## config.mk

```make
export PLATFORM = sky130hd
export DESIGN_NAME = cfg_stream_rom
export DESIGN_NICKNAME = d
export VERILOG_FILES = /design/src/rtl/cfs_pkg.sv /design/src/rtl/cfs_bit_array.sv /design/src/rtl/cfs_addr_ctr.sv /design/src/rtl/cfs_out_drv.sv /design/src/rtl/cfg_stream_rom.sv
export SDC_FILE = /design/constraint.sdc
export NUM_CORES = 1
export LEC_CHECK = 0
export BUFFER_PORTS_ARGS = -buffer_cell sky130_fd_sc_hd__buf_2
export CAP_MARGIN = 20
export CORE_MARGIN = 2
export CORE_UTILIZATION = 57
export CTS_BUF_LIST = sky130_fd_sc_hd__clkbuf_4
export DETAILED_ROUTE_END_ITERATION = 10
export PLACE_DENSITY_LB_ADDON = 0.05
export SYNTH_ARGS = -nofsm -noshare
export SYNTH_HDL_FRONTEND = slang
export SYNTH_SLANG_ARGS = --single-unit
```

## constraint.sdc

```tcl
create_clock -name clk -period 5.85 [get_ports clk]
set_input_delay 1.17 -clock clk [delete_from_list [all_inputs] [get_ports clk]]
set_output_delay 1.17 -clock clk [all_outputs]
set_load 0.05 [all_outputs]
```

## src/rtl/cfs_pkg.sv

```systemverilog
package cfs_pkg;

    typedef enum logic [1:0] {
        MODE_CLEAR   = 2'd0,
        MODE_PROG    = 2'd1,
        MODE_STANDBY = 2'd2,
        MODE_READ    = 2'd3
    } mode_e;

    // Control priority: clear beats programming, programming beats chip enable.
    function automatic mode_e mode_of(input logic rst_oe, input logic ser_en, input logic ce_n);
        if (!rst_oe)     return MODE_CLEAR;
        else if (!ser_en) return MODE_PROG;
        else if (ce_n)   return MODE_STANDBY;
        else             return MODE_READ;
    endfunction

endpackage

```

## src/rtl/cfs_bit_array.sv

```systemverilog
module cfs_bit_array #(
    parameter int WORD_W = 8,
    parameter int ROWS   = 64,
    parameter int ROW_W  = 7,
    parameter int BIT_W  = 3
) (
    input  logic                     clk,
    input  logic                     wr_en,
    input  logic [$clog2(ROWS)-1:0]  wr_row,
    input  logic [WORD_W-1:0]        wr_data,
    input  logic [ROW_W-1:0]         rd_row,
    input  logic [BIT_W-1:0]         rd_bit,
    output logic                     rd_val
);
    localparam int NBITS = WORD_W * ROWS;
    localparam int IDX_W = $clog2(NBITS + 1);

    logic [NBITS-1:0] flat;
    logic [IDX_W-1:0] rd_idx;

    genvar r;
    generate
        for (r = 0; r < ROWS; r++) begin : g_row
            logic [WORD_W-1:0] word_q;
            always_ff @(posedge clk) begin
                if (wr_en && (wr_row == r[$clog2(ROWS)-1:0])) begin
                    word_q <= wr_data;
                end
            end
            assign flat[r*WORD_W +: WORD_W] = word_q;
        end
    endgenerate

    always_comb begin
        rd_idx = IDX_W'(rd_row) * IDX_W'(WORD_W) + IDX_W'(rd_bit);
        if (rd_idx < IDX_W'(NBITS)) begin
            rd_val = flat[rd_idx];
        end else begin
            rd_val = 1'b0;
        end
    end

endmodule

```

## src/rtl/cfs_addr_ctr.sv

```systemverilog
module cfs_addr_ctr
    import cfs_pkg::*;
#(
    parameter int WORD_W     = 8,
    parameter int ROWS       = 64,
    parameter int TOTAL_BITS = 300,
    parameter int ROW_W      = 7,
    parameter int BIT_W      = 3
) (
    input  logic             clk,
    input  logic             rst_oe,
    input  mode_e            mode,
    output logic [ROW_W-1:0] row_o,
    output logic [BIT_W-1:0] bit_o,
    output logic             done_o
);
    localparam int LAST_ROW = (TOTAL_BITS - 1) / WORD_W;
    localparam int LAST_BIT = (TOTAL_BITS - 1) % WORD_W;

    typedef struct packed {
        logic [ROW_W-1:0] row;
        logic [BIT_W-1:0] bpos;
        logic             done;
    } ctr_t;

    ctr_t st_d, st_q;
    logic at_last;
    logic at_wrap;

    always_comb begin
        st_d    = st_q;
        at_last = (st_q.row == ROW_W'(LAST_ROW)) && (st_q.bpos == BIT_W'(LAST_BIT));
        at_wrap = (st_q.bpos == BIT_W'(WORD_W - 1));
        if (mode == MODE_READ && !st_q.done) begin
            if (at_wrap) begin
                st_d.bpos = '0;
                st_d.row  = st_q.row + 1'b1;
            end else begin
                st_d.bpos = st_q.bpos + 1'b1;
            end
            if (at_last) begin
                st_d.done = 1'b1;
            end
        end
    end

    always_ff @(posedge clk or negedge rst_oe) begin
        if (!rst_oe) begin
            st_q <= '0;
        end else begin
            st_q <= st_d;
        end
    end

    assign row_o  = st_q.row;
    assign bit_o  = st_q.bpos;
    assign done_o = st_q.done;

endmodule

```

## src/rtl/cfs_out_drv.sv

```systemverilog
module cfs_out_drv
    import cfs_pkg::*;
(
    input  mode_e mode,
    input  logic  done,
    input  logic  bit_val,
    output logic  dout,
    output logic  dout_en,
    output logic  cas_n
);
    always_comb begin
        dout_en = (mode == MODE_READ) && !done;
        dout    = dout_en ? bit_val : 1'b0;
        cas_n   = !done;
    end
endmodule

```

## src/rtl/cfg_stream_rom.sv

```systemverilog
module cfg_stream_rom
    import cfs_pkg::*;
#(
    parameter int WORD_W     = 8,
    parameter int ROWS       = 64,
    parameter int TOTAL_BITS = 300
) (
    input  logic                    clk,
    input  logic                    rst_oe,
    input  logic                    ce_n,
    input  logic                    ser_en,
    input  logic                    load_en,
    input  logic [$clog2(ROWS)-1:0] load_addr,
    input  logic [WORD_W-1:0]       load_data,
    output logic                    dout,
    output logic                    dout_en,
    output logic                    cas_n
);
    localparam int ROW_W = $clog2(ROWS + 1);
    localparam int BIT_W = (WORD_W > 1) ? $clog2(WORD_W) : 1;

    mode_e            mode;
    logic [ROW_W-1:0] row_w;
    logic [BIT_W-1:0] bit_w;
    logic             done_w;
    logic             bit_val;
    logic             wr_en;

    assign mode  = mode_of(rst_oe, ser_en, ce_n);
    assign wr_en = load_en && !ser_en;

    cfs_addr_ctr #(
        .WORD_W(WORD_W), .ROWS(ROWS), .TOTAL_BITS(TOTAL_BITS),
        .ROW_W(ROW_W), .BIT_W(BIT_W)
    ) u_ctr (
        .clk(clk), .rst_oe(rst_oe), .mode(mode),
        .row_o(row_w), .bit_o(bit_w), .done_o(done_w)
    );

    cfs_bit_array #(
        .WORD_W(WORD_W), .ROWS(ROWS), .ROW_W(ROW_W), .BIT_W(BIT_W)
    ) u_arr (
        .clk(clk), .wr_en(wr_en), .wr_row(load_addr), .wr_data(load_data),
        .rd_row(row_w), .rd_bit(bit_w), .rd_val(bit_val)
    );

    cfs_out_drv u_out (
        .mode(mode), .done(done_w), .bit_val(bit_val),
        .dout(dout), .dout_en(dout_en), .cas_n(cas_n)
    );

endmodule

```

Word level (Yosys, flattened, before mapping)
Cells that the tools add are included.

Register bits: 523.

Order comparisons: 2. Reductions and logical operators: 72. $add $sub $neg: 3. Equality and inequality tests: 67. Muxes and demuxes: 8.

Operators by type and width (count): equality test 6 bit (second input constant) (32); equality test 6 x 5 -> 1 bit (second input constant) (16); logical AND 1 bit (67); equality test 6 x 4 -> 1 bit (second input constant) (8); equality test 6 x 3 -> 1 bit (second input constant) (4); less-than comparator 10 bit (second input constant) (2); equality test 6 x 2 -> 1 bit (second input constant) (2); adder 10 x 3 -> 10 bit (1); binary-select mux 1 bit (select 9 bit) (1); adder 7 x 1 -> 7 bit (second input constant) (1); equality test 7 x 6 -> 1 bit (second input constant) (1); equality test 6 x 1 -> 1 bit (second input constant) (1); logical NOT 6 bit (1); two-way mux 1 bit (4); two-way mux 2 bit (2); AND reduction 2 bit (2); adder 3 x 1 -> 3 bit (second input constant) (1); equality test 3 x 2 -> 1 bit (second input constant) (1); equality test 3 bit (second input constant) (1); two-way mux 3 bit (1); equality test 2 bit (second input constant) (1); logical NOT 1 bit (2).

Logic depth before layout (Yosys ltp)
Word-level depth: 6. Mapped depth: 13.

By module
From an unflattened synthesis, not the netlist that was laid out.

Cell total of the unflattened synthesis: 1042. Area total of the unflattened synthesis: 20852.5 um^2.

By module, submodules not included: cfs_bit_array (cells an instance 987, times used 1, area an instance 20251.9 um^2, sequential area each 15374.7 um^2); cfs_addr_ctr (cells an instance 49, times used 1, area an instance 553.0 um^2, sequential area each 275.3 um^2); cfg_stream_rom (cells an instance 3, times used 1, area an instance 23.8 um^2, sequential area each 0.0 um^2); cfs_out_drv (cells an instance 3, times used 1, area an instance 23.8 um^2, sequential area each 0.0 um^2).

Least setup slack after synthesis
Ideal clock, no wire load.

Path kind: register to output. From: reg u_ctr.st_q (netlist bit u_ctr.bit_o[2]). To: out dout. Cell stages (with the launch flop): 10. Setup slack: 2.054 ns. Required time: 4.680 ns. Path buffers: 3. Arrival time: 2.626 ns. Cell sequence: dfrtp_1 buf_2 clkbuf_1 buf_1 mux4_2 a2111oi_0 nor4_1 nor3_1 nor4_1 a311o_1.

Longest elaborated chain between the ends: 5. Elaborated cells between the ends (all ways): 6. Those cells by class: add/sub: 1; order compare: 1; mux: 4.

RTL lines: from (decl) (RTL line cfs_addr_ctr.sv:26) `ctr_t st_d, st_q;`; from (signal assigned) (RTL line cfs_addr_ctr.sv:51) `st_q <= st_d;`; adder 10 x 3 -> 10 bit * (RTL line cfs_bit_array.sv:35) `rd_idx = IDX_W'(rd_row) * IDX_W'(WORD_W) + IDX_W'(rd_bit);`; binary-select mux 1 bit (select 9 bit) (RTL line cfs_bit_array.sv:37) `rd_val = flat[rd_idx];`; two-way mux 1 bit (implied by the code) (RTL line cfs_bit_array.sv:37); two-way mux 1 bit * (RTL line cfs_bit_array.sv:36) `if (rd_idx < IDX_W'(NBITS)) begin`; two-way mux 1 bit * (RTL line cfs_out_drv.sv:13) `dout = dout_en ? bit_val : 1'b0;`; to (decl) (RTL line cfg_stream_rom.sv:15) `output logic dout,`.

Every way passes the cells marked *; elsewhere a longest branch is shown, timed or not. The select of a mux whose other input is x is not followed.

Worst setup path after layout
From: reg u_ctr.st_q (netlist bit u_ctr.bit_o[0]). To: out dout.

Same word-level chain as after synthesis.

==> out/results.txt <==
Hold-fix buffers, CTS - 0
via count - 10,500
Rel. slew slack - 0.274
Antenna Violating Nets Remaining - 0
crit-path max cell delay - 0.77 ns
Cells after Synth - 1,022
Final Hold Vio Count - 0
most used cell, CP - mux4_2
share of layout cells above drive strength 1 - 0.301
Die Span Y - 195 microns
CTS H-Tree Depth - 4
Post-synth EDFFs - 512
drt initial violations - 1,049
clock skew - 0.00714 ns
I/O Pins - 22
switching share of power - 0.213
Initial Util - 0.580
core area - 35,700 sq um
Die ar. - 37,800 sq um
worst setup path startpoint - u_ctr.bit_o[0]$_DFFE_PN0P_
sw power - 1.53 mW
status - complete, no violations
Cells after DPL - 1,475
Via density - 6.22
Num Clock Sinks - 523
final RePlAce weighted congestion - 0.788
Syn Std Cell Area - 20,700 sq um
count leader, synth - edfxtp_1
clk_lat worst skew - 0.80 ns
FP Rows - 69
clk root buf - clkbuf_4
number of buffers created by CTS - 133
Setup violations, final - 0
Chip Width - 195 microns
crit path max-delay cell type - dfrtp_4
syn avg cell area - 20.2 sq um
crit path max fanout - 42
crit path DAT - 4.28 ns
port bufs - 21
Initial DRT Pass Iterations - 5
GR Util All Layers - 0.257
Overflow after GRT - 0
DP Area - 21,300 sq um
final wirelength - 47.0 mm
area occupied by registers - 15,700 sq um
PwrDens - 316 nW/um^2
Clock Path Buffers - 3
largest net degree at the start of global routing - 65
# nets final - 1,175
synth cell count leaders - edfxtp_1 (512), mux4_2 (114), nor2_1 (80)
FFs w/ async S/R, synth - 0.0210
M1 GR Usage - 0.355
Synth area leader - edfxtp_1
top_reg_cell synth - edfxtp_1
initial antenna violation count - 6
reg2reg start - u_ctr.bit_o[1]$_DFFE_PN0P_
post-route setup slack - 0.398 ns
vias in the first global route - 11,200
post-placement setup slack - 1.03 ns
Tmin final - 5.45 ns
drt wl/cell - 27.8 microns
Final Cell Area - 22,800 sq um
first-pass GRT wire length - 69.7 mm
Pleak - 7.19 nW
fmax - 0.183 GHz
RSZ-0062 raised after global routing - false
Logic pwr share - 0.031
max cap viols - 0
Area contributors post-synth - edfxtp_1 (74%), mux4_2 (12%), mux2i_1 (2.9%)
CP Capture Type - output port
post-detail-place hpwl - 25.4 mm
top-area cell type share of the netlist area - 0.743
grt met2 use - 0.395
WS Path Type - register to output port
sequential area share after synthesis - 0.757
PostCTS Resize Cnt - 0
Clock power frac - 0.395
Netlist cell types - 58
peak supply drop - 0.221 mV
P_int - 5.67 mW
flops & latches, synth - 523
post-route setup TNS - 0 ns
drt drc - 0
R2R depth - 7
Slew Limit Fails - 0
Sequential Power Share - 0.574
gr busiest metal - met2
Least-Margin Pin Slew - 1.09 ns
worst min path class - input pin to async pin
Clock Pin Slew Worst Setup and Hold Paths - 0.06 ns
Non-Filler Instances - 1,691
hold_ws - 0.250 ns
footprint of the multi-input gates - 4660 sq um
critical path launch point type - register
Syn-to-layout area delta - 10.4%
Worst EP required - 4.68 ns
syn nets - 1,046
cells along the critical path - buf_12 > mux4_2 > mux4_2 > nand2_1 > a21oi_1 > nor4_1 > nor4b_1 > a311o_1 > buf_2
CTS tree - yes
Tcrit/Tclk final - 0.932
Fill cells - 2,519
GR Util met3 - 0.0689
synth warn - 0
cell usage in the layout (no fill, tap or decap), types with 6 or more instances in the layout:
cell type    n
edfxtp_1   512
dfrtp_1      8
a221oi_1     7
inv_2       12
mux2i_1     59
nor2_1      80
o211ai_1     6
clkbuf_4   177
clkinv_1    17
a21oi_1     13
a211oi_1     8
o21ai_0      6
nand2_1     35
nand3_1     12
nor2b_1      9
buf_2       21
nor4_1       6
nor3_1      10
mux4_2     114
buf_4       24
cell families (layout without fill, tap and decap cells):
logic type,count (synthesis),count (layout),synth area share
xor gates and xnor gates,6,6,0.00254
adders and majority gates,5,5,0.00302
muxes,176,176,0.154
DFF,523,523,0.757
and+or+nand+nor,175,175,0.0383
buffers and inverters,62,266,0.0182
other,0,4,0
AOI/OAI and AO/OA,75,75,0.0270
routing by layer:
| layer | wire (microns) | vias up |
|---|---|---|
| li1 | - | 4525 |
| met1 | 19600 | 5452 |
| met2 | 22500 | 464 |
| met3 | 3690 | 74 |
| met4 | 1100 | 2 |
| met5 | 13 | - |
path summary, 6_finish.rpt:
check | to | slack, ns
max | dout | 0.40
max in group asynchronous | u_ctr.bit_o[1]$_DFFE_PN0P_ | 5.33
min | u_ctr.row_o[3]$_DFFE_PN0P_ | 0.25
max reg2reg | u_ctr.row_o[6]$_DFFE_PN0P_ | 3.47
min reg2reg | u_ctr.done_o$_DFFE_PN0P_ | 0.49
min in group clk | u_ctr.done_o$_DFFE_PN0P_ | 0.49
through the flow:
stage,power (mW),utilization
2_1_floorplan,4.31,-
3_3_place_gp,4.44,0.597
3_5_place_dp,4.44,0.597
4_1_cts,7.28,0.639
5_1_grt,7.49,0.640
6_report,7.21,0.640
power by group through the flow:
| stage | Combinational [mW] | Clock, mW | Sequential (mW) |
|---|---|---|---|
| global placement | 0.228 | 0 | 4.21 |
| detailed placement | 0.227 | 0 | 4.21 |
| global route | 0.240 | 3.12 | 4.13 |
| finish | 0.224 | 2.85 | 4.13 |
| CTS | 0.228 | 2.91 | 4.13 |
| floorplan | 0.105 | 0 | 4.21 |
final cells by class:
| class | count | area share |
|---|---|---|
| Sequential cell | 523 | 0.686 |
| Multi-Input combinational cell | 437 | 0.204 |
| Clock buffer | 177 | 0.0582 |
| Tap cell | 461 | 0.0253 |
| Timing Repair Buffer | 51 | 0.0174 |
| Clock inverter | 33 | 0.00800 |
| Inverter | 5 | 0.000822 |
| Antenna cell | 4 | 0.000438 |
flip-flops by register name (all words and copies together) (netlist names):
| signal | cells |
|---|---|
| u_arr.g_row.word_q | 512 |
| u_ctr.bit_o | 3 |
| u_ctr.done_o | 1 |
| u_ctr.row_o | 7 |
worst max-delay path: cells and delay by family, from the launching register on:
| kind | cells | cell delay, ns |
|---|---|---|
| AOI/OAI and AO/OA | 2 | 0.55 |
| buffers and inverters | 2 | 0.62 |
| DFF | 1 | 0.77 |
| muxes | 2 | 1.07 |
| and+or+nand+nor | 3 | 0.43 |
timing repair:
item,CTS,global route
setup buffers,0,1
setup endpoints to repair,0,1
endpoints found under the hold margin,0,0
Note: power is estimated with default switching activity, not from simulation.
